`src/rtl/bsq_pkg.sv`:
```
package bsq_pkg;
  typedef enum logic [1:0] {
    ORD_LINEAR = 2'b00,
    ORD_RSV_A  = 2'b01,
    ORD_WRAP   = 2'b10,
    ORD_RSV_B  = 2'b11
  } ord_code_e;

  function automatic logic ord_is_linear(input logic [1:0] code);
    return code == ORD_LINEAR;
  endfunction
endpackage

```
`src/rtl/bsq_phase_det.sv`:
```
module bsq_phase_det (
  input  logic clk,
  input  logic rst,
  input  logic frame_n,
  input  logic irdy_n,
  input  logic trdy_n,
  output logic addr_start,
  output logic xfer,
  output logic bus_idle
);
  logic frame_q;

  always_ff @(posedge clk) begin
    if (rst) frame_q <= 1'b1;
    else     frame_q <= frame_n;
  end

  always_comb begin
    addr_start = frame_q & ~frame_n;
    xfer       = ~irdy_n & ~trdy_n & ~addr_start;
    bus_idle   = frame_n & irdy_n;
  end
endmodule

```
`src/rtl/bsq_addr_track.sv`:
```
module bsq_addr_track #(
  parameter int ADDR_W = 32
) (
  input  logic              clk,
  input  logic              rst,
  input  logic              addr_start,
  input  logic              xfer,
  input  logic              bus_idle,
  input  logic [ADDR_W-1:0] ad_in,
  output logic [ADDR_W-1:0] cur_addr,
  output logic [1:0]        cur_ad_lo,
  output logic              burst_linear,
  output logic              disc_req
);
  import bsq_pkg::*;
  localparam int DW_W = ADDR_W - 2;

  logic [DW_W-1:0] dw_q;
  logic [1:0]      code_q;
  logic            active_q;
  logic            first_done_q;
  logic            disc_q;
  logic            lin_q;
  logic            advance;

  always_comb begin
    advance = active_q & xfer & (lin_q | ~first_done_q);
  end

  always_ff @(posedge clk) begin
    if (rst) begin
      dw_q         <= '0;
      code_q       <= ORD_LINEAR;
      lin_q        <= 1'b1;
      active_q     <= 1'b0;
      first_done_q <= 1'b0;
      disc_q       <= 1'b0;
    end else if (addr_start) begin
      dw_q         <= ad_in[ADDR_W-1:2];
      code_q       <= ad_in[1:0];
      lin_q        <= ord_is_linear(ad_in[1:0]);
      active_q     <= 1'b1;
      first_done_q <= 1'b0;
      disc_q       <= 1'b0;
    end else begin
      if (advance) begin
        dw_q         <= dw_q + 1'b1;
        first_done_q <= 1'b1;
        if (!lin_q) disc_q <= 1'b1;
      end
      if (bus_idle) begin
        active_q <= 1'b0;
        disc_q   <= 1'b0;
      end
    end
  end

  assign cur_addr     = {dw_q, 2'b00};
  assign cur_ad_lo    = code_q;
  assign burst_linear = lin_q;
  assign disc_req     = disc_q;
endmodule

```
`src/rtl/bsq_init_enc.sv`:
```
module bsq_init_enc #(
  parameter int ADDR_W     = 32,
  parameter int LINE_BEATS = 8,
  parameter int LEN_W      = 4
) (
  input  logic              clk,
  input  logic              rst,
  input  logic              host_req,
  input  logic [ADDR_W-3:0] host_dw,
  input  logic [LEN_W-1:0]  host_len,
  input  logic              host_wrap,
  output logic [ADDR_W-1:0] init_ad,
  output logic              init_valid
);
  import bsq_pkg::*;
  localparam int OFS_W = (LINE_BEATS > 1) ? $clog2(LINE_BEATS) : 1;

  logic       wraps;
  logic [1:0] code;

  always_comb begin
    wraps = host_wrap && (host_len > LEN_W'(1)) && (host_dw[OFS_W-1:0] != '0);
    code  = wraps ? ORD_WRAP : ORD_LINEAR;
  end

  always_ff @(posedge clk) begin
    if (rst) begin
      init_ad    <= '0;
      init_valid <= 1'b0;
    end else begin
      init_valid <= host_req;
      if (host_req) init_ad <= {host_dw, code};
    end
  end
endmodule

```
`src/rtl/burst_addr_seq.sv`:
```
module burst_addr_seq #(
  parameter int ADDR_W     = 32,
  parameter int LINE_BEATS = 8,
  parameter int LEN_W      = 4
) (
  input  logic              clk,
  input  logic              rst,
  input  logic              frame_n,
  input  logic              irdy_n,
  input  logic              trdy_n,
  input  logic [ADDR_W-1:0] ad_in,
  input  logic              host_req,
  input  logic [ADDR_W-3:0] host_dw,
  input  logic [LEN_W-1:0]  host_len,
  input  logic              host_wrap,
  output logic [ADDR_W-1:0] cur_addr,
  output logic [1:0]        cur_ad_lo,
  output logic              burst_linear,
  output logic              disc_req,
  output logic [ADDR_W-1:0] init_ad,
  output logic              init_valid
);
  logic addr_start, xfer, bus_idle;

  bsq_phase_det u_phase (
    .clk(clk), .rst(rst), .frame_n(frame_n), .irdy_n(irdy_n), .trdy_n(trdy_n),
    .addr_start(addr_start), .xfer(xfer), .bus_idle(bus_idle)
  );

  bsq_addr_track #(.ADDR_W(ADDR_W)) u_track (
    .clk(clk), .rst(rst), .addr_start(addr_start), .xfer(xfer),
    .bus_idle(bus_idle), .ad_in(ad_in), .cur_addr(cur_addr),
    .cur_ad_lo(cur_ad_lo), .burst_linear(burst_linear), .disc_req(disc_req)
  );

  bsq_init_enc #(.ADDR_W(ADDR_W), .LINE_BEATS(LINE_BEATS), .LEN_W(LEN_W)) u_enc (
    .clk(clk), .rst(rst), .host_req(host_req), .host_dw(host_dw),
    .host_len(host_len), .host_wrap(host_wrap), .init_ad(init_ad),
    .init_valid(init_valid)
  );
endmodule

```
`config.mk`:
```
export PLATFORM = sky130hd
export DESIGN_NAME = burst_addr_seq
export DESIGN_NICKNAME = d
export VERILOG_FILES = /design/src/rtl/bsq_pkg.sv /design/src/rtl/bsq_phase_det.sv /design/src/rtl/bsq_addr_track.sv /design/src/rtl/bsq_init_enc.sv /design/src/rtl/burst_addr_seq.sv
export SDC_FILE = /design/constraint.sdc
export NUM_CORES = 1
export LEC_CHECK = 0
export ABC_CLOCK_PERIOD_IN_PS = 4000
export CELL_PAD_IN_SITES_DETAIL_PLACEMENT = 1
export CELL_PAD_IN_SITES_GLOBAL_PLACEMENT = 2
export CORE_MARGIN = 8
export CORE_UTILIZATION = 25
export CTS_CLUSTER_SIZE = 12
export DETAILED_ROUTE_END_ITERATION = 12
export HOLD_SLACK_MARGIN = 0.05
export PLACE_DENSITY = 0.9
export SLEW_MARGIN = 0
export SYNTH_ARGS = -nofsm -noshare
export SYNTH_HDL_FRONTEND = slang
export SYNTH_SLANG_ARGS = --single-unit
```
`constraint.sdc`:
```
create_clock -name clk -period 4 [get_ports clk]
set_input_delay 1.2 -clock clk [delete_from_list [all_inputs] [get_ports clk]]
set_output_delay 1.2 -clock clk [all_outputs]
set_load 0.005 [all_outputs]
```
# Yosys cells after proc, flatten, opt, wreduce, memory -nomap -nowiden
# Index checks and enable logic that the tools add are counted.
[word_totals]
regBits = 70
inputBits = 73
output_inout_bits = 69
wordCells = 38
[classes]
n_addsub = 1
magnitude_cmp = 1
muxes = 5
bitwise = 13
n_reduce_logical = 9
[op_table]
columns = ["cell", "n"]
rows = [
  ["$mux 30", 2],
  ["$add 30x1->30 const B", 1],
  ["$and 1x1->1", 6],
  ["$not 1->1", 6],
  ["$gt 4x1->1 const B", 1],
  ["$reduce_bool 2->1", 2],
  ["$reduce_bool 3->1", 1],
  ["$reduce_or 3->1", 1],
  ["$logic_and 1x1->1", 2],
  ["$logic_not 2->1", 1],
  ["$mux 1", 2],
  ["$mux 2", 1],
  ["$reduce_and 2->1", 1],
  ["$reduce_or 2->1", 1],
  ["$or 1x1->1", 1],
]

# Logic depth before layout (Yosys ltp)
[logic_depth]
ltp_word = 8
depth_mapped = 6
ltp_nobuf = 6

# Cells and area by module
# A second synthesis with hierarchy kept.
[hier_totals]
hier_cells = 378
area_unflattened_um2 = 3319.4
[by_module_without_submodules]
columns = ["module", "instances", "cells_each", "area_per_inst_um2"]
rows = [
  ["bsq_addr_track", 1, 266, 2108.3],
  ["bsq_init_enc", 1, 107, 1159.9],
  ["bsq_phase_det", 1, 5, 51.3],
]

# Least setup slack after synthesis
# OpenSTA, ideal clock, no wires.
[synth_path]
kind = "input -> register"
from = "input port trdy_n"
to = "register u_track.dw_q[29]"
arrival_ns = 2.718
required_time_ns = 3.909
setup_slack_ns = 1.191
stages = 6
cell_sequence = "nor3b_2 > nand4_1 > or3_1 > buf_2 > or4_1 > a311oi_1"
[synth_via]
elab_chain_cells = 6
[synth_lines]
columns = ["element", "line", "rtl"]
rows = [
  ["from (decl)", "burst_addr_seq.sv:10", "input logic trdy_n,"],
  ["$not 1->1", "bsq_phase_det.sv:20", "xfer = ~irdy_n & ~trdy_n & ~addr_start;"],
  ["$and 1x1->1 (2 in a row)", "bsq_phase_det.sv:20", ""],
  ["$and 1x1->1 (2 in a row)", "bsq_addr_track.sv:27", "advance = active_q & xfer & (lin_q | ~first_done_q);"],
  ["$reduce_bool 2->1 (no source line)", "n/a", ""],
  ["to (signal assigned)", "bsq_addr_track.sv:39", "dw_q <= ad_in[ADDR_W-1:2];"],
  ["to (signal assigned)", "bsq_addr_track.sv:47", "dw_q <= dw_q + 1'b1;"],
  ["to (decl)", "bsq_addr_track.sv:18", "logic [DW_W-1:0] dw_q;"],
]
# Every way passes these cells.
# A chain may end at the register's enable or synchronous reset.

# Worst setup path after layout
[layout_path]
from = "input port irdy_n"
to = "register u_track.dw_q[29]"
[layout_via]
elab_chain_cells = 6
[layout_lines]
columns = ["element", "line", "rtl"]
rows = [
  ["from (decl)", "burst_addr_seq.sv:9", "input logic irdy_n,"],
  ["$not 1->1", "bsq_phase_det.sv:20", ""],
  ["$and 1x1->1 (2 in a row)", "bsq_phase_det.sv:20", ""],
  ["$and 1x1->1 (2 in a row)", "bsq_addr_track.sv:27", ""],
  ["$reduce_bool 2->1 (no source line)", "n/a", ""],
]
# Every way passes these cells.

==> results.json <==
{
  "run_status": "completed",
  "dpl_cell_area_um2": 4540,
  "max_freq_mhz": 305,
  "seq_area_frac_synth": 0.454,
  "yosys_most_used_dff": "dfxtp_1",
  "maxCapViolCount": 0,
  "antennaDiodeCount": 0,
  "cts_sinks": 69,
  "num_vias": 3014,
  "yosys.area_share.simple": 0.238,
  "worstReg2RegEnd": "u_track.dw_q[29]",
  "ios": 142,
  "cp_data_arrival_time_ns": 3.50,
  "reg2reg_slack_ns": 1.72,
  "p_int_uw": 1490,
  "fillCellCount": 1391,
  "netlist_area_um2": 3040,
  "cts_setup_buffers": 0,
  "cp.depth": 6,
  "setup_ws_ns": 0.724,
  "yosys.cell_count.top_type": "dfxtp_1",
  "num_rows": 40,
  "crit_path_top_delay_cell": "or3_1",
  "cts_hold_buf": 0,
  "fp.dieArea_um2": 16000,
  "synth-edff-count": 0,
  "seqPwrFrac": 0.401,
  "timing.final.crit_period_ns": 3.28,
  "coreArea_um2": 12000,
  "power.switching_uw": 440,
  "synth_adder_area_share": 0.00411,
  "crit_path_max_fanout": 8,
  "drt_first_pass_iters": 4,
  "htree_levels": 3,
  "first_global_vias": 3226,
  "grt_max_degree": 58,
  "gp_congestion": 0.806,
  "synth_top_family_by_area": "simple AND/OR/NAND/NOR gates",
  "synth.area.top_cells": "dfxtp_1, mux2i_1, nor2_1",
  "reg2regPathDepth": 5,
  "nets": 543,
  "synthCells": 339,
  "cts_tree": "done",
  "clock_latency_ns": 0.32,
  "cts_buffer_depth": 2,
  "drive_gt1_frac": 0.0654,
  "pre_cts_ws_ns": 0.378,
  "hp-class": "reg2reg",
  "setup.worst_path.end_class": "register",
  "antenna_found_initial": 0,
  "wl_per_cell_um": 17.3,
  "synth-async-reset-ratio": 0,
  "synth_top_area_frac": 0.454,
  "synth_cell_type_count": 44,
  "yosysTopAreaCell": "dfxtp_1",
  "drv_slew": 0,
  "initial_core_util": 0.254,
  "path_class": "in2reg",
  "max_slew.worst_pin.slew_ns": 0.657,
  "setup_tns_ns": 0,
  "area_growth_pct": 60.2,
  "vdd_ir_drop_max_mv": 0.142,
  "crit_buf_inv": 1,
  "cts_root_buffer": "clkbuf_16",
  "synthXorXnorAreaFrac": 0.0432,
  "ys_warn_count": 0,
  "syn_area_per_cell_um2": 8.98,
  "period_share": 0.819,
  "fin_area_um2": 4880,
  "drt_wl_total_mm": 10.7,
  "crit_family": "simple AND/OR/NAND/NOR gates",
  "pwr-share-comb": 0.145,
  "final-hold-violation-count": 0,
  "pwr_density_cell_nw_per_um2": 395,
  "yosys-mux-area-fraction": 0.102,
  "die_h_um": 126,
  "synth_common_cells": "dfxtp_1, nor2_1, mux2i_1, nand2_1, a211oi_1",
  "drt_iter0_markers": 105,
  "switching_share": 0.228,
  "r2r-start": "u_track.active_q",
  "grt-ovfl-total": 0,
  "io_buffer_count": 137,
  "endpoint": "u_track.dw_q[29]",
  "clockPowerShare": 0.454,
  "rsz0062_at_grt": "false",
  "fin_skew_ns": 0.00441,
  "slew_headroom": 0.558,
  "setup_violations": 0,
  "track_usage": 0.133,
  "dp_hpwl_mm": 8.17,
  "ys_ff_latch": 69,
  "path_cells": "clkdlybuf4s50_1 > nor3b_2 > nand4_1 > or3_1 > or4_1 > a311oi_1",
  "cts_made_buffers": 9,
  "grt_first_pass_wirelength_mm": 17.2,
  "post_cts_resized": 0,
  "worstPathRequired_ns": 4.23,
  "synth_compound_gate_area_share": 0.116,
  "max_stage_delay_ns": 0.57,
  "cellLeakagePower_uw": 0.00180,
  "post-route-drc-count": 0,
  "clkSlewWorstSetupHoldPaths_ns": 0.06,
  "die_w_um": 126,
  "startpoint": "irdy_n",
  "vias_per_cell": 4.85,
  "cp-start-kind": "input port",
  "drtAntennaViolNets": 0
}
==> per-stage QoR <==
step | power, µW | instances | utilization | hold WS, ns
detailed placement | 1070 | 605 | 0.380 | 0.464
finish | 1930 | 621 | 0.408 | 0.466
floorplan | 882 | 341 | - | 0.446
CTS | 1960 | 621 | 0.408 | 0.473
global placement | 1060 | 605 | 0.380 | 0.443
global route | 2020 | 621 | 0.408 | 0.486
==> final cells by class <==
type,count,area (µm²),area share
Multi-Input combinational cell,242,1550,0.317
Timing Repair Buffer,142,1410,0.289
Sequential cell,69,1380,0.283
Clock buffer,11,253,0.0518
Tap cell,147,184,0.0377
Clock inverter,5,82.6,0.0169
Inverter,5,18.8,0.00385
==> power groups by stage <==
| stage | combinational [µW] | sequential (µW) | clock [µW] |
|---|---|---|---|
| 2_1_floorplan | 99.1 | 783 | 0 |
| 3_3_place_gp | 278 | 785 | 0 |
| 3_5_place_dp | 283 | 789 | 0 |
| 4_1_cts | 285 | 774 | 906 |
| 5_1_grt | 304 | 781 | 940 |
| 6_report | 279 | 774 | 876 |
==> metal layers <==
metal,vias to the layer above,GRT usage,share of wire
met5,-,0,0
met4,0,0.0432,0.0087
met3,8,0.0444,0.066
met2,104,0.220,0.48
met1,1432,0.159,0.45
li1,1470,-,-
==> worst reg2reg max path, cell delays in order, from the launching register on <==
cell,delay [ns]
dfxtp_1,0.33
nor3b_2,0.31
nand4_1,0.28
or3_1,0.57
or4_1,0.43
a311oi_1,0.26
==> flip-flops by register name, summed over array words and instances, names as in the netlist <==
signal,flops
u_enc.init_ad,31
u_enc.init_valid,1
u_phase.frame_q,1
u_track.active_q,1
u_track.burst_linear,1
u_track.cur_ad_lo,2
u_track.disc_req,1
u_track.dw_q,30
u_track.first_done_q,1
==> logic make-up (layout without fill, tap and decap cells) <==
kind of cell	Yosys count	count (layout)
compound gates	50	50
xor+xnor	15	15
fa+ha+maj	1	1
buf+inv	30	163
flops	69	69
mux	31	31
other cells	1	3
simple gates	142	142
==> cell usage in the layout, fill, tap and decap left out, drive strengths merged, types with 4 or more instances in the layout <==
cell,instances
xor2,6
and3,4
a31oi,5
inv,5
nor4,6
clkbuf,11
clkdlybuf4s50,135
nor3,4
mux2i,31
buf,7
a311oi,5
a211oi,16
dfxtp,69
nor2,57
or3,9
xnor2,9
nand4,10
and4,4
nand2,17
o21ai,4
a21oi,8
nand3,15
==> worst min-delay path by stage <==
stage                         start              endpoint  slack [ns]  depth (start not counted)
2_1_floorplan      u_track.active_q      u_track.active_q        0.45                          2
3_3_place_gp   u_track.cur_ad_lo[1]  u_track.cur_ad_lo[1]        0.44                          2
3_5_place_dp   u_track.cur_ad_lo[1]  u_track.cur_ad_lo[1]        0.46                          2
4_1_cts        u_track.cur_ad_lo[1]  u_track.cur_ad_lo[1]        0.47                          2
5_1_grt        u_track.cur_ad_lo[1]  u_track.cur_ad_lo[1]        0.49                          2
6_report       u_track.cur_ad_lo[1]  u_track.cur_ad_lo[1]        0.47                          2
Note: power is estimated with default switching activity, not from simulation.
